**config.mk**
```make
export PLATFORM = sky130hd
export DESIGN_NAME = tick_timer
export DESIGN_NICKNAME = d
export VERILOG_FILES = /design/src/rtl/tick_timer_pkg.sv /design/src/rtl/tt_bus_decode.sv /design/src/rtl/tt_tick_sel.sv /design/src/rtl/tt_counter_core.sv /design/src/rtl/tt_read_mux.sv /design/src/rtl/tick_timer.sv
export SDC_FILE = /design/constraint.sdc
export NUM_CORES = 1
export LEC_CHECK = 0
export ABC_AREA = 1
export CAP_MARGIN = 20
export CORE_MARGIN = 2
export CORE_UTILIZATION = 54
export CTS_CLUSTER_SIZE = 28
export DETAILED_ROUTE_END_ITERATION = 10
export DONT_BUFFER_PORTS = 1
export GPL_ROUTABILITY_DRIVEN = 0
export GPL_TIMING_DRIVEN = 0
export PLACE_DENSITY = 0.72
export SLEW_MARGIN = 20
export SYNTH_ARGS = -nofsm -noshare
export SYNTH_HDL_FRONTEND = slang
export SYNTH_SLANG_ARGS = --single-unit
export TNS_END_PERCENT = 5
```
**constraint.sdc**
```tcl
create_clock -name clk -period 2.15 [get_ports clk]
set_clock_uncertainty 0.2 [all_clocks]
set_input_delay 0 -clock clk [delete_from_list [all_inputs] [get_ports clk]]
set_output_delay 0 -clock clk [all_outputs]
set_load 0.01 [all_outputs]
```
**src/rtl/tick_timer_pkg.sv**
```systemverilog
package tick_timer_pkg;

  // Register byte offsets; software depends on these values.
  localparam int OFS_CTRL    = 'h10;
  localparam int OFS_RELOAD  = 'h14;
  localparam int OFS_CURRENT = 'h18;
  localparam int OFS_CALIB   = 'h1C;

  // Control/status bit positions.
  localparam int BIT_RUN  = 0;
  localparam int BIT_IE   = 1;
  localparam int BIT_SRC  = 2;
  localparam int BIT_FLAG = 16;

  typedef enum logic [2:0] {
    REG_NONE,
    REG_CTRL,
    REG_RELOAD,
    REG_CURRENT,
    REG_CALIB
  } reg_sel_e;

  typedef struct packed {
    logic run;
    logic ie;
    logic src;
  } ctrl_t;

  // Build the control/status read word from its fields.
  function automatic logic [31:0] pack_ctrl(input ctrl_t c, input logic flag);
    logic [31:0] w;
    w = '0;
    w[BIT_RUN]  = c.run;
    w[BIT_IE]   = c.ie;
    w[BIT_SRC]  = c.src;
    w[BIT_FLAG] = flag;
    return w;
  endfunction

  // Unpack the writable control field from bus data.
  function automatic ctrl_t unpack_ctrl(input logic [2:0] d);
    ctrl_t c;
    c.run = d[BIT_RUN];
    c.ie  = d[BIT_IE];
    c.src = d[BIT_SRC];
    return c;
  endfunction

endpackage

```
**src/rtl/tt_bus_decode.sv**
```systemverilog
module tt_bus_decode
  import tick_timer_pkg::*;
#(
  parameter int ADDR_W = 8
) (
  input  logic              bus_sel,
  input  logic              bus_wr,
  input  logic [ADDR_W-1:0] bus_addr,
  output logic              wr_ctrl,
  output logic              wr_reload,
  output logic              wr_cur,
  output logic              rd_ctrl,
  output logic              rd_reload,
  output logic              rd_cur,
  output logic              rd_calib
);

  reg_sel_e hit;

  always_comb begin
    hit = REG_NONE;
    if (bus_addr == ADDR_W'(OFS_CTRL))         hit = REG_CTRL;
    else if (bus_addr == ADDR_W'(OFS_RELOAD))  hit = REG_RELOAD;
    else if (bus_addr == ADDR_W'(OFS_CURRENT)) hit = REG_CURRENT;
    else if (bus_addr == ADDR_W'(OFS_CALIB))   hit = REG_CALIB;
  end

  logic is_wr, is_rd;
  assign is_wr = bus_sel & bus_wr;
  assign is_rd = bus_sel & ~bus_wr;

  // Writes to the calibration slot decode to nothing.
  assign wr_ctrl   = is_wr && (hit == REG_CTRL);
  assign wr_reload = is_wr && (hit == REG_RELOAD);
  assign wr_cur    = is_wr && (hit == REG_CURRENT);
  assign rd_ctrl   = is_rd && (hit == REG_CTRL);
  assign rd_reload = is_rd && (hit == REG_RELOAD);
  assign rd_cur    = is_rd && (hit == REG_CURRENT);
  assign rd_calib  = is_rd && (hit == REG_CALIB);

endmodule

```
**src/rtl/tt_tick_sel.sv**
```systemverilog
module tt_tick_sel (
  input  logic run,
  input  logic src_core,
  input  logic ref_tick,
  input  logic wr_ctrl,
  input  logic wr_cur,
  output logic tick_go
);

  logic raw_tick;
  logic bus_blocks;

  // Core clock gives a tick every cycle; otherwise follow the strobe.
  assign raw_tick   = src_core | ref_tick;
  // Register writes that touch the count take the cycle.
  assign bus_blocks = wr_ctrl | wr_cur;
  assign tick_go    = run & raw_tick & ~bus_blocks;

endmodule

```
**src/rtl/tt_counter_core.sv**
```systemverilog
module tt_counter_core
  import tick_timer_pkg::*;
#(
  parameter int CNT_W = 24
) (
  input  logic             clk,
  input  logic             rst_n,
  input  logic             wr_ctrl,
  input  logic             wr_reload,
  input  logic             wr_cur,
  input  logic             rd_ctrl,
  input  logic [2:0]       ctrl_wdata,
  input  logic [CNT_W-1:0] reload_wdata,
  input  logic             tick_go,
  output ctrl_t            ctrl_o,
  output logic             flag_o,
  output logic [CNT_W-1:0] count_o,
  output logic [CNT_W-1:0] reload_o,
  output logic             expire_o,
  output logic             irq_o
);

  ctrl_t            ctrl_q;
  ctrl_t            ctrl_new;
  logic             flag_q;
  logic [CNT_W-1:0] count_q;
  logic [CNT_W-1:0] reload_q;
  logic             irq_q;
  logic             expire;
  logic             count_zero;
  logic             reload_zero;

  assign ctrl_new    = unpack_ctrl(ctrl_wdata);
  assign count_zero  = (count_q == '0);
  assign reload_zero = (reload_q == '0);
  assign expire      = tick_go & count_zero;

  // Count after a tick: reload at the end of a period, else step down.
  function automatic logic [CNT_W-1:0] after_tick(input logic [CNT_W-1:0] c,
                                                  input logic [CNT_W-1:0] r);
    return (c == '0) ? r : c - CNT_W'(1);
  endfunction

  // Count after a control write: start, resume, or reload on source change.
  function automatic logic [CNT_W-1:0] after_ctrl(input ctrl_t old_c,
                                                  input ctrl_t new_c,
                                                  input logic [CNT_W-1:0] c,
                                                  input logic [CNT_W-1:0] r);
    logic [CNT_W-1:0] n;
    n = c;
    if (!old_c.run && new_c.run)
      n = (c != '0) ? c : r;
    else if (old_c.run && new_c.run && (old_c.src != new_c.src))
      n = r;
    return n;
  endfunction

  always_ff @(posedge clk) begin
    if (!rst_n) begin
      ctrl_q <= '0;
    end else if (wr_ctrl) begin
      ctrl_q <= ctrl_new;
    end else if (expire && reload_zero) begin
      ctrl_q.run <= 1'b0;
    end
  end

  always_ff @(posedge clk) begin
    if (!rst_n) begin
      reload_q <= '0;
    end else if (wr_reload) begin
      reload_q <= reload_wdata;
    end
  end

  always_ff @(posedge clk) begin
    if (!rst_n) begin
      count_q <= '0;
    end else if (wr_ctrl) begin
      count_q <= after_ctrl(ctrl_q, ctrl_new, count_q, reload_q);
    end else if (wr_cur) begin
      count_q <= reload_q;
    end else if (tick_go) begin
      count_q <= after_tick(count_q, reload_q);
    end
  end

  // Set wins over the read-clear in the same cycle.
  always_ff @(posedge clk) begin
    if (!rst_n) begin
      flag_q <= 1'b0;
    end else if (expire) begin
      flag_q <= 1'b1;
    end else if (wr_cur || rd_ctrl) begin
      flag_q <= 1'b0;
    end
  end

  always_ff @(posedge clk) begin
    if (!rst_n) begin
      irq_q <= 1'b0;
    end else begin
      irq_q <= expire & ctrl_q.ie;
    end
  end

  assign ctrl_o   = ctrl_q;
  assign flag_o   = flag_q;
  assign count_o  = count_q;
  assign reload_o = reload_q;
  assign expire_o = expire;
  assign irq_o    = irq_q;

endmodule

```
**src/rtl/tt_read_mux.sv**
```systemverilog
module tt_read_mux
  import tick_timer_pkg::*;
#(
  parameter int CNT_W     = 24,
  parameter int CAL_VALUE = 10000
) (
  input  logic             rd_ctrl,
  input  logic             rd_reload,
  input  logic             rd_cur,
  input  logic             rd_calib,
  input  ctrl_t            ctrl,
  input  logic             flag,
  input  logic [CNT_W-1:0] count,
  input  logic [CNT_W-1:0] reload,
  output logic [31:0]      rdata
);

  logic [31:0] cur_view;

  // A stopped timer shows zero in the current-value slot.
  assign cur_view = ctrl.run ? 32'(count) : 32'd0;

  always_comb begin
    rdata = 32'd0;
    unique case (1'b1)
      rd_ctrl:   rdata = pack_ctrl(ctrl, flag);
      rd_reload: rdata = 32'(reload);
      rd_cur:    rdata = cur_view;
      rd_calib:  rdata = 32'(CAL_VALUE);
      default:   rdata = 32'd0;
    endcase
  end

endmodule

```
**src/rtl/tick_timer.sv**
```systemverilog
module tick_timer
  import tick_timer_pkg::*;
#(
  parameter int ADDR_W    = 8,
  parameter int CNT_W     = 24,
  parameter int CAL_VALUE = 10000
) (
  input  logic              clk,
  input  logic              rst_n,
  input  logic              ref_tick,
  input  logic              bus_sel,
  input  logic              bus_wr,
  input  logic [ADDR_W-1:0] bus_addr,
  input  logic [31:0]       bus_wdata,
  output logic [31:0]       bus_rdata,
  output logic              irq_pulse
);

  logic wr_ctrl, wr_reload, wr_cur;
  logic rd_ctrl, rd_reload, rd_cur, rd_calib;
  logic tick_go, expire;
  ctrl_t            ctrl_q;
  logic             flag_q;
  logic [CNT_W-1:0] count_q;
  logic [CNT_W-1:0] reload_q;

  tt_bus_decode #(.ADDR_W(ADDR_W)) u_decode (
    .bus_sel   (bus_sel),
    .bus_wr    (bus_wr),
    .bus_addr  (bus_addr),
    .wr_ctrl   (wr_ctrl),
    .wr_reload (wr_reload),
    .wr_cur    (wr_cur),
    .rd_ctrl   (rd_ctrl),
    .rd_reload (rd_reload),
    .rd_cur    (rd_cur),
    .rd_calib  (rd_calib)
  );

  tt_tick_sel u_tick (
    .run      (ctrl_q.run),
    .src_core (ctrl_q.src),
    .ref_tick (ref_tick),
    .wr_ctrl  (wr_ctrl),
    .wr_cur   (wr_cur),
    .tick_go  (tick_go)
  );

  tt_counter_core #(.CNT_W(CNT_W)) u_core (
    .clk          (clk),
    .rst_n        (rst_n),
    .wr_ctrl      (wr_ctrl),
    .wr_reload    (wr_reload),
    .wr_cur       (wr_cur),
    .rd_ctrl      (rd_ctrl),
    .ctrl_wdata   (bus_wdata[2:0]),
    .reload_wdata (bus_wdata[CNT_W-1:0]),
    .tick_go      (tick_go),
    .ctrl_o       (ctrl_q),
    .flag_o       (flag_q),
    .count_o      (count_q),
    .reload_o     (reload_q),
    .expire_o     (expire),
    .irq_o        (irq_pulse)
  );

  tt_read_mux #(.CNT_W(CNT_W), .CAL_VALUE(CAL_VALUE)) u_rmux (
    .rd_ctrl   (rd_ctrl),
    .rd_reload (rd_reload),
    .rd_cur    (rd_cur),
    .rd_calib  (rd_calib),
    .ctrl      (ctrl_q),
    .flag      (flag_q),
    .count     (count_q),
    .reload    (reload_q),
    .rdata     (bus_rdata)
  );

  generate
    if (CNT_W < 32) begin : g_hi
      logic wdata_unused;
      assign wdata_unused = ^bus_wdata[31:CNT_W];
    end
  endgenerate

endmodule

```
==> results of run 1 <==
cell families (layout without fill, tap and decap cells):
kind of cell             after synthesis  in the layout  share of synthesized area, %
adder cells (fa/ha/maj)                2              2                         0.715
AND/OR/NAND/NOR                      273            273                          35.3
other                                  1              8                         0.107
XOR/XNOR                              13             13                          3.25
flip-flops                            53             53                          30.3
buffers and inverters                104            147                          13.7
AO/OA/AOI/OAI                        109            109                          16.7
cells in the mapped netlist, drive strengths merged, types with 3 or more instances:
cell and n:
nand2 137, nor2 90, inv 74, dfxtp 53, o21ai 47, a21oi 40, nand3 27, buf 18
o22ai 16, clkbuf 12, xor2 11, nand4 7, nor3 4, nor4 4, o221ai 3
worst max-delay path, delay by kind of cell, from the launching register on:
kind	cells	cell delay (ns)
adders and majority gates	1	0.20
xor gates and xnor gates	1	0.16
buffers and inverters	1	0.12
AOI/OAI and AO/OA	1	0.07
and+or+nand+nor	6	0.85
DFF	1	0.32
repair_timing:
action / 4_1_cts / 5_1_grt
hold endpoints to repair: 30 / 0
resized for setup: 1 / 14
setup endpoints to repair: 5 / 27
hold buffers: 35 / 0
gates cloned: 0 / 0
through the flow:
step                setup slack [ns]  cells  instance area, um^2
floorplan                      0.361    562                 3530
global placement              0.0158    639                 3620
detailed placement           -0.0318    639                 3620
CTS                           0.0248    682                 4090
global route                 0.00921    682                 4120
finish                         0.151    682                 4120
flip-flops by register name, indices dropped and copies added, names as in the netlist:
| name | flops |
|---|---|
| u_core.irq_o | 1 |
| u_core.count_o | 24 |
| u_core.flag_o | 1 |
| u_core.reload_o | 24 |
| u_core.ctrl_o | 3 |
metal layers:
layer | vias to the layer above | global-route usage [%] | share of wire (%)
li1 | 1856 | - | -
met1 | 1717 | 40.7 | 42
met2 | 236 | 46.9 | 45
met3 | 22 | 7.47 | 11
met4 | 0 | 9.67 | 1.9
met5 | - | 0 | 0
path summary, 6_finish.rpt:
path	from	to	slack, ns	depth (start not counted)
setup / recovery	u_core.count_o[1]$_SDFFE_PN0P_	u_core.count_o[14]$_SDFFE_PN0P_	0.15	10
setup reg to reg	u_core.count_o[1]$_SDFFE_PN0P_	u_core.count_o[14]$_SDFFE_PN0P_	0.15	10
hold / removal	rst_n	u_core.count_o[0]$_SDFFE_PN0P_	0.01	4
hold reg to reg	u_core.reload_o[3]$_SDFFE_PN0P_	u_core.reload_o[3]$_SDFFE_PN0P_	0.31	2
power breakdown:
part           switching [uW]  internal (uW)
Clock                     379            356
Sequential               1.80            983
Combinational             120           93.4
Total                     501           1430
final cells by class:
cell class / instances / area [um^2] / area share (%)
multi-input combinational: 405 / 2000 / 48.7
sequential: 53 / 1060 / 25.8
timing repair buffer: 35 / 350 / 8.51
inverter: 74 / 278 / 6.75
buffer: 30 / 209 / 5.08
tap: 77 / 96.3 / 2.34
clock buffer: 5 / 68.8 / 1.67
clock inverter: 3 / 47.5 / 1.16
==> summary.md, run 1 <==
| Metric | Value |
|---|---|
| Status | `finished, final reports clean` |
| Later-pin clock latency in the skew report | `0.32 ns` |
| Commonest non-fill, non-tap cell in the layout | `nand2_1` |
| Slew @ Worst Pin | `0.671 ns` |
| Setup crit start kind | `flop` |
| MaxCap Viol Count | `0` |
| Cell area after synthesis | `3500 um^2` |
| YS warnings | `0` |
| Chip height | `84.5 um` |
| Vias in the first global route | `3481` |
| Top_reg_cell synth | `dfxtp_1` |
| Peak VDD IR | `0.398 mV` |
| RSZ-0062 raised after global routing | `false` |
| Worst path required time | `2.18 ns` |
| Critical Path, Cell by Cell | `inv_2, ha_1, nand2_1, nor2_1, nand2_1, xor2_1, nand2_1, o21ai_0, nor2_1, nor2_1` |
| Fraction of registers with async set/reset | `0%` |
| Crit path kind | `flop to flop` |
| Inserted Diodes | `0` |
| EDFF count, synth | `0` |
| Max Slew Vio Count | `0` |
| CP max-delay cell | `nor2_1` |
| Rows | `29` |
| Fmax | `500 MHz` |
| Fraction of the cycle the final worst path needs | `93.0%` |
| Synthesized flop and latch total | `53` |
| Yosys top cell area share | `30.3%` |
| Initial Utilization | `55.4%` |
| Clock root buffer | `clkbuf_8` |
| Setup bufs post-CTS | `0` |
| Final cell utilization of the core | `65.2%` |
| Via Count | `3831` |
| Initial antenna violation count | `0` |
| GR Util All Layers | `30.0%` |
| Via density | `5.62` |
| Minimum clock period | `2.00 ns` |
| Power Total | `1930 uW` |
| Seq/Total Area, Yosys | `30.3%` |
| # H-tree levels | `2` |
| Unique cell type count in the Yosys netlist | `37` |
| Nets | `651` |
| Clock slew at reported path FFs | `0.11 ns` |
| Top post-synthesis cells by area | `dfxtp_1, nand2_1, nor2_1` |
| Pwr per Cell Area | `470 nW/um^2` |
| Critical path endpoint category | `flop` |
| Area grow syn2layout | `17.6%` |
| Core area | `6310 um^2` |
| Post-synth top area cell | `dfxtp_1` |
| CTS tree | `yes` |
| Die ar. | `7140 um^2` |
| Pre-antenna DRT Iters | `5` |
| Clock Tree Buf Depth | `2` |
| Commonest non-fill, non-tap cells in the layout | `nand2_1, nor2_1, inv_1, dfxtp_1, o21ai_0` |
| Mapped Cells | `555` |
| P_leak | `0.00206 uW` |
| WHS | `0.0136 ns` |
| DRC errors left | `0` |
| Layout cell share with drive strength beyond 1 | `11.1%` |
| Fillers | `566` |
| TritonCTS buffer count | `5` |
| First-pass GRT wire length | `17100 um` |
| Largest net degree at the start of global routing | `19` |
| Clk sinks | `53` |
| Drt total wl | `10700 um` |
| Number of I/O pins | `78` |
| TNS Setup | `0 ns` |
| Relative slew slack | `54.9%` |
| CP arrival | `2.03 ns` |
| Die width | `84.5 um` |
| Global route overflow | `0` |
| Mapped Avg Cell Area | `6.31 um^2` |
| Dpl hpwl | `7810 um` |
| Worst Path Max Fanout | `5` |
| Initial drt markers | `306` |
| Worst hold path type | `primary input to flop` |
| ANT nets after route | `0` |
| Setup violations, final | `0` |
| Critical Path Max Stage Delay | `0.37 ns` |
| Routed len/inst | `15.7 um` |
| Input/output buffers | `0` |
| Final hold viol count | `0` |
Note: power is estimated with default switching activity, not from simulation.
==> run 2, diff against run 1 <==
--- a/config.mk
+++ b/config.mk
@@ -5,7 +5,6 @@
 export SDC_FILE = /design/constraint.sdc
 export NUM_CORES = 1
 export LEC_CHECK = 0
-export ABC_AREA = 1
 export CAP_MARGIN = 20
 export CORE_MARGIN = 2
 export CORE_UTILIZATION = 54
==> run 2 against run 1 <==
  * The flow now finishes with violations (negative setup slack)
  * Critical path depth decreased by 4
  * Cell count decreased by 19%
  * Critical endpoint is now u_core.count_o[15]$_SDFFE_PN0P_
  * Die area decreased by 8.5%
  * Routed wire length increased by 7.0%
  * Final area increased by 1.2%
==> summary.md, run 2 <==
| Metric | Value |
|---|---|
| Status | `complete, but fails checks` |
| Failing checks | `negative setup slack` |
| Clock Tree Buf Depth | `2 (unchanged)` |
| Commonest non-fill, non-tap cell in the layout | `nand2_1` |
| Placed Cells | `502 (-21%)` |
| Via density | `6.78 (+21%)` |
| DRC errors left | `0 (unchanged)` |
| Initial antenna violation count | `0 (unchanged)` |
| Routed len/inst | `20.8 um (+32%)` |
| Clock slew at reported path FFs | `0.10 ns (about the same)` |
| # H-tree levels | `2 (unchanged)` |
| Top-count cell post-synth | `nand2_1` |
| Largest family of logic cells by synthesized area | `compound AO/OA/AOI/OAI gates` |
| Fmax | `434 MHz (-13%)` |
| Clk sinks | `53 (unchanged)` |
| Post-synthesis mux area share | `0.981% (+0.98 points)` |
| Top_reg_cell synth | `dfxtp_1` |
| CP arrival | `2.28 ns (+0.25 ns)` |
| First-pass GRT wire length | `17500 um (+2.5%)` |
| Mapped Avg Cell Area | `7.54 um^2 (+20%)` |
| Commonest non-fill, non-tap cells in the layout | `nand2_1, dfxtp_1, a21oi_1, dlygate4sd3_1` |
| Post-Synth Simple-Gate Area | `28.5% (-6.8 points)` |
| Post-Synth XOR/XNOR Area | `0.275% (-3.0 points)` |
| Global route overflow | `0 (unchanged)` |
| Post-Place Setup Slack | `-0.588 ns (-0.556 ns)` |
| Via Count | `3745 (-2.2%)` |
| Relative slew slack | `41.9% (-13 points)` |
| MaxCap Viol Count | `0 (unchanged)` |
| TritonCTS buffer count | `5 (unchanged)` |
| Number of I/O pins | `78 (unchanged)` |
| Post-synth top area cell | `dfxtp_1` |
| Layout cell share with drive strength beyond 1 | `20.6% (+9.6 points)` |
| Critical path endpoint category | `flop` |
| Seq/Total Area, Yosys | `33.3% (+2.9 points)` |
| GR Util All Layers | `35.0% (+5.1 points)` |
| P_leak | `0.00153 uW (-26%)` |
| Inserted Diodes | `0 (unchanged)` |
| Peak VDD IR | `0.416 mV (+4.4%)` |
| Final cell utilization of the core | `74.3% (+9.1 points)` |
| Minimum clock period | `2.31 ns (+0.306 ns)` |
| Initial drt markers | `668 (+120%)` |
| Commonest cells in the netlist | `nand2_1, dfxtp_1, a21oi_1, clkbuf_1, nor2_1` |
| ANT nets after route | `0 (unchanged)` |
| Die ar. | `6540 um^2 (-8.5%)` |
| Fraction of registers with async set/reset | `0% (unchanged)` |
| Mapped Cells | `423 (-24%)` |
| Dpl hpwl | `7560 um (-3.2%)` |
| CTS tree | `yes` |
| Nets | `527 (-19%)` |
| Chip height | `80.9 um (-4.3%)` |
| Unique cell type count in the Yosys netlist | `58 (+57%)` |
| Setup violations, final | `24 (+24)` |
| Drt total wl | `11500 um (+7.0%)` |
| Synth Area in Compound Gates | `28.5% (+12 points)` |
| Pwr per Cell Area | `401 nW/um^2 (-15%)` |
| Fraction of the cycle the final worst path needs | `107% (+14 points)` |
| Max Slew Vio Count | `0 (unchanged)` |
| Worst setup margin | `-0.156 ns (-0.306 ns)` |
| TNS Setup | `-1.61 ns (-1.61 ns)` |
| EDFF count, synth | `0 (unchanged)` |
| Slew @ Worst Pin | `0.863 ns (+0.192 ns)` |
| Setup crit start kind | `flop` |
| Worst Path Max Fanout | `7 (+2)` |
| Synthesized flop and latch total | `53 (unchanged)` |
| Core area | `5610 um^2 (-11%)` |
| Crit path kind | `flop to flop` |
| Later-pin clock latency in the skew report | `0.31 ns (about the same)` |
| Area grow syn2layout | `30.6%` |
| Yosys top cell area share | `33.3% (+2.9 points)` |
| Worst path required time | `2.12 ns (-0.06 ns)` |
| Vias in the first global route | `3379 (-2.9%)` |
| Largest net degree at the start of global routing | `15 (-4)` |
| Final hold viol count | `0 (unchanged)` |
| Worst hold path type | `primary input to primary output` |
| Input/output buffers | `0 (unchanged)` |
| Synth Area in Adders | `0.785% (+0.070 points)` |
| Clock root buffer | `clkbuf_8` |
| Initial Utilization | `56.9% (+1.4 points)` |
| Pre-antenna DRT Iters | `7 (+2)` |
| RSZ-0062 raised after global routing | `true` |
| Rows | `27 (-6.9%)` |
| Die width | `80.9 um (-4.3%)` |
| YS warnings | `0 (unchanged)` |
| Final Instance Count excl. Fillers | `552 (-19%)` |
| Cell area after synthesis | `3190 um^2 (-8.9%)` |
| Top post-synthesis cells by area | `dfxtp_1, nand2_1, a21oi_1` |
==> run 2: cell types whose count changed after synthesis, sizes merged, moves of 10 or more <==
cell | before | now
o21ai | 47 | 14
nor3 | 4 | 14
clkbuf | 12 | 24
a22o | 0 | 18
nand3 | 27 | 7
nand2 | 137 | 89
nor2 | 90 | 23
inv | 74 | 7
xor2 | 11 | 0
nor4 | 4 | 18
==> run 2: worst paths after layout <==
path                               startpoint                          endpoint  slack (ns)  depth (start not counted)
max           u_core.count_o[19]$_SDFFE_PN0P_   u_core.count_o[15]$_SDFFE_PN0P_       -0.16                          6
min                                    bus_wr                      bus_rdata[0]        0.03                          3
max reg2reg   u_core.count_o[19]$_SDFFE_PN0P_   u_core.count_o[15]$_SDFFE_PN0P_       -0.16                          6
min reg2reg  u_core.reload_o[15]$_SDFFE_PN0P_  u_core.reload_o[15]$_SDFFE_PN0P_        0.30                          2
==> run 2: metal layers <==
| metal | routed length, um | part of all wire [%] | vias to the layer above | track usage [%] |
|---|---|---|---|---|
| met4 | 445 | 3.9 | 0 | 14.7 |
| li1 | - | - | 1668 | - |
| met1 | 4350 | 38 | 1726 | 46.1 |
| met3 | 1350 | 12 | 51 | 8.00 |
| met5 | 0 | 0 | - | 0 |
| met2 | 5340 | 46 | 300 | 55.3 |
==> run 2: metrics by stage <==
step	total power [uW]	hold WS, ns	instance area, um^2
3_3_place_gp	1070	-0.0618	3350
2_1_floorplan	1050	-0.0640	3260
5_1_grt	1720	0.0381	4170
3_5_place_dp	1070	-0.0580	3350
4_1_cts	1670	0.0515	3920
6_report	1670	0.0328	4170
==> run 2: worst max-delay path: stages (launching register included) <==
cell and delay, ns:
dfxtp_4 0.39, or4_4 0.55, nor4b_4 0.41, a21oi_4 0.17, mux2_4 0.34, nand2_2 0.06, a21oi_2 0.04
==> run 2: cell families after synthesis <==
| group | Yosys count |
|---|---|
| muxes | 3 |
| DFF | 53 |
| AOI/OAI and AO/OA | 133 |
| and+or+nand+nor | 183 |
| adders and majority gates | 2 |
| xor gates and xnor gates | 1 |
| buffers and inverters | 47 |
| other | 1 |
==> run 2: cell type report <==
| type | count | area [um^2] |
|---|---|---|
| fillers | 464 | 1440 |
| well taps | 72 | 90.1 |
| clock buffers | 7 | 86.3 |
| flip-flops and latches | 53 | 1080 |
| multi-input cells | 330 | 2160 |
| inverters | 8 | 32.5 |
| plain buffers | 37 | 270 |
| repair buffers | 45 | 445 |
==> run 2: where the power goes <==
group | total [uW] | switching, uW | internal, uW
registers | 978 | 0.443 | 977
clock network | 587 | 330 | 257
logic | 106 | 54.7 | 51.4
==> run 2: timing repair <==
action,CTS,global route
endpoints found under the hold margin,47,0
endpoints found under the setup margin,47,51
resized for setup,41,49
buffers inserted,5,9
hold buffers,30,0
gates cloned,1,0
pin swaps,7,11
==> run 3, diff against run 2 <==
--- a/config.mk
+++ b/config.mk
@@ -17,5 +17,6 @@
 export SLEW_MARGIN = 20
 export SYNTH_ARGS = -nofsm -noshare
 export SYNTH_HDL_FRONTEND = slang
+export SYNTH_HIERARCHICAL = 1
 export SYNTH_SLANG_ARGS = --single-unit
 export TNS_END_PERCENT = 5
==> run 3 against run 2 <==
  * The run ends with design-rule violations, negative setup slack left
  * Synthesized area increased by 0.67%
  * Fmax decreased by 0.93%
  * Cell count decreased by 2.4%
  * Routed wire length decreased by 2.0%
  * Hold slack improved by 0.050 ns
  * Flip-flop and latch count unchanged
  * Total power decreased by 0.78%
  * Utilization decreased by 2.7 points
  * Final area about the same
  * Sequential share of layout area about the same
  * Via count decreased by 3.3%
==> summary.md, run 3 <==
| Metric | Value |
|---|---|
| Largest net degree at the start of global routing | `17 (+2)` |
| YS warnings | `6 (+6)` |
| Comb power frac | `6.5% (about the same)` |
| Initial antenna violation count | `0 (unchanged)` |
| Fraction of the cycle the final worst path needs | `108% (+1.0 points)` |
| Rows | `28 (+3.7%)` |
| Critical path endpoint category | `flop` |
| Minimum clock period | `2.33 ns (+0.0216 ns)` |
| Worst hold path type | `primary input to flop` |
| EDFF count, synth | `0 (unchanged)` |
| Pre-antenna DRT Iters | `9 (+2)` |
| Worst path required time | `2.14 ns (+0.02 ns)` |
| ANT nets after route | `0 (unchanged)` |
| Die ar. | `6580 um^2 (+0.63%)` |
| Input/output buffers | `0 (unchanged)` |
| Dpl hpwl | `7110 um (-6.1%)` |
| Number of I/O pins | `78 (unchanged)` |
| P_leak | `0.00158 uW (+3.3%)` |
| Int Pwr | `1270 uW (-1.3%)` |
| Min-Delay Path Depth | `3 (unchanged)` |
| DRC errors left | `1 (+1)` |
| CTS tree | `yes` |
| Placed Cells | `483 (-3.8%)` |
| Top-count cell post-synth | `dfxtp_1` |
| Mapped Avg Cell Area | `8.01 um^2 (+6.2%)` |
| Final Instance Count excl. Fillers | `539 (-2.4%)` |
| Top_reg_cell synth | `dfxtp_1` |
| Worst setup margin | `-0.177 ns (-0.0216 ns)` |
| Clock network power share | `34.4% (-0.7 points)` |
| Clock Tree Buf Depth | `2 (unchanged)` |
| RR Startpoint | `u_core/count_o[0]$_SDFFE_PN0P_` |
| WHS Endpoint | `u_core/count_o[1]$_SDFFE_PN0P_` |
| Initial Utilization | `55.2% (-1.7 points)` |
| R2r worst-path depth | `8 (+2)` |
| Commonest non-fill, non-tap cell in the layout | `nor2_1` |
| Cell area after synthesis | `3210 um^2 (+0.67%)` |
| Commonest cells in the netlist | `dfxtp_1, nor2_1, nand2_1, a21oi_1, mux2i_1` |
| Top post-synthesis cells by area | `dfxtp_1, mux2i_1, nor2_1` |
| Mapped Cells | `401 (-5.2%)` |
| Vias in the first global route | `3292 (-2.6%)` |
| Clock root buffer | `clkbuf_8` |
| Reg2reg end | `u_core/count_o[22]$_SDFFE_PN0P_` |
| Inserted Diodes | `0 (unchanged)` |
| Setup violations, final | `26 (+8.3%)` |
| Synthesized flop and latch total | `53 (unchanged)` |
| Drt total wl | `11300 um (-2.0%)` |
| Seq pwr share | `59.1% (+0.6 points)` |
| MaxCap Viol Count | `0 (unchanged)` |
| Unique cell type count in the Yosys netlist | `60 (+3.4%)` |
| Die width | `81.1 um (+0.32%)` |
| Later-pin clock latency in the skew report | `0.31 ns (about the same)` |
| R2R Setup Slk | `-0.18 ns (-0.02 ns)` |
| Nets | `510 (-3.2%)` |
| Routed len/inst | `20.9 um (+0.32%)` |
| Seq/Total Area, Yosys | `33.0% (-0.22 points)` |
| Status | `complete, but fails checks` |
| Fmax | `430 MHz (-0.93%)` |
| Slew @ Worst Pin | `0.733 ns (-0.129 ns)` |
| Via density | `6.72 (-1.0%)` |
| TNS Setup | `-2.60 ns (-0.985 ns)` |
| Layout cell share with drive strength beyond 1 | `22.4% (+1.8 points)` |
| Clock slew at reported path FFs | `0.10 ns (about the same)` |
| Worst hold start | `rst_n` |
| Yosys top cell area share | `33.0% (-0.22 points)` |
| Crit path kind | `flop to flop` |
| Sw power | `389 uW (+1.0%)` |
| Via Count | `3620 (-3.3%)` |
| Relative slew slack | `51.1% (+9.2 points)` |
| CP arrival | `2.31 ns (+0.03 ns)` |
| Area grow syn2layout | `29.7%` |
| Final hold viol count | `0 (unchanged)` |
| Chip height | `81.1 um (+0.32%)` |
| Max Slew Vio Count | `0 (unchanged)` |
| TritonCTS buffer count | `5 (unchanged)` |
| Switching Fraction | `23.5% (+0.42 points)` |
| Commonest non-fill, non-tap cells in the layout | `nor2_1, dfxtp_1, buf_4, nand2_1` |
| Pwr per Cell Area | `398 nW/um^2 (-0.75%)` |
| Failing checks | `design-rule violations, negative setup slack` |
| Core area | `5820 um^2 (+3.7%)` |
| Global route overflow | `0 (unchanged)` |
| # H-tree levels | `2 (unchanged)` |
| Worst Path Max Fanout | `4 (-3)` |
| RSZ-0062 raised after global routing | `true` |
| First-pass GRT wire length | `16500 um (-5.9%)` |
| Initial drt markers | `387 (-42%)` |
| Post-synth top area cell | `dfxtp_1` |
| GR Util All Layers | `33.0% (-2.0 points)` |
| Fraction of registers with async set/reset | `0% (unchanged)` |
| Peak VDD IR | `0.273 mV (-34%)` |
| Setup crit start kind | `flop` |
| Clk sinks | `53 (unchanged)` |
[run 3: cell count changes after synthesis, moves of 8 or more]
cell | before | now
nor2_1 | 23 | 51
clkbuf_1 | 24 | 12
a21oi_1 | 45 | 28
mux2i_1 | 2 | 27
nand2_1 | 88 | 33
nand3_1 | 7 | 15
o21ai_1 | 4 | 12
[run 3: how the worst max path moves through the flow]
| stage | from | to | slack, ns | cells past startpoint |
|---|---|---|---|---|
| finish | u_core/count_o[0]$_SDFFE_PN0P_ | u_core/count_o[22]$_SDFFE_PN0P_ | -0.18 | 8 |
| global route | u_core/count_o[0]$_SDFFE_PN0P_ | u_core/count_o[4]$_SDFFE_PN0P_ | -0.20 | 9 |
| CTS | u_core/count_o[0]$_SDFFE_PN0P_ | u_core/count_o[17]$_SDFFE_PN0P_ | -0.03 | 9 |
| detailed placement | bus_addr[5] | u_core/count_o[15]$_SDFFE_PN0P_ | -0.65 | 11 |
| global placement | bus_addr[5] | u_core/count_o[15]$_SDFFE_PN0P_ | -0.61 | 11 |
| floorplan | bus_addr[5] | u_core/count_o[18]$_SDFFE_PN0P_ | -0.17 | 12 |
[run 3: kinds of logic (layout without fill, tap and decap cells)]
logic type,Yosys count,after routing,synth area share (%)
adder cells (fa/ha/maj),2,2,0.779
flip-flops,53,53,33.0
multiplexers,28,28,8.77
AND/OR/NAND/NOR,167,167,27.7
other,1,8,0.117
AO/OA/AOI/OAI,112,112,23.4
XOR/XNOR,1,1,0.273
buffers and inverters,37,93,5.88
[run 3: worst max-delay path, stage by stage, from the launching register on]
cell	delay (ns)
dfxtp_4	0.37
inv_1	0.08
ha_1	0.22
nor3b_2	0.31
nand3_1	0.23
nor3_1	0.21
a21oi_1	0.11
o31ai_1	0.36
a21oi_1	0.12
[run 3: timing repair]
action,CTS,global route
gates cloned,1,0
gates resized for setup,46,22
pin swaps,15,10
hold buffers,28,0
setup buffers,12,7
setup endpoints to repair,41,35
hold endpoints to repair,42,0
[run 3: metrics by stage]
step	hold WS [ns]	cell area (um^2)	total power, uW	utilization [%]	setup slack, ns
2_1_floorplan	-0.0571	3300	1060	-	-0.166
3_3_place_gp	-0.0544	3400	1070	58.4	-0.608
3_5_place_dp	-0.0446	3400	1070	58.4	-0.654
4_1_cts	0.0374	4050	1670	69.6	-0.0331
5_1_grt	0.0825	4160	1700	71.6	-0.205
6_report	0.0827	4160	1660	71.6	-0.177
[run 3: metal layers]
layer,track usage (%),part of all wire [%]
met4,15.4,5.6
met5,0,0
met3,6.89,11
met2,55.8,46
met1,40.2,38
[run 3: power by group through the flow]
stage	sequential (uW)	combinational (uW)	clock, uW
after CTS	982	104	582
final	979	108	570
after global placement	1000	60.9	0
after global routing	979	116	606
after floorplan	1000	50.7	0
after detailed placement	1000	61.4	0
[run 3: cell type report]
type | count | area (um^2)
Timing Repair Buffer | 48 | 430
Clock buffer | 6 | 72.6
Fill cell | 455 | 1650
Buffer | 31 | 239
Clock inverter | 2 | 13.8
Tap cell | 75 | 93.8
Multi-Input combinational cell | 318 | 2220
Sequential cell | 53 | 1080
Inverter | 6 | 22.5
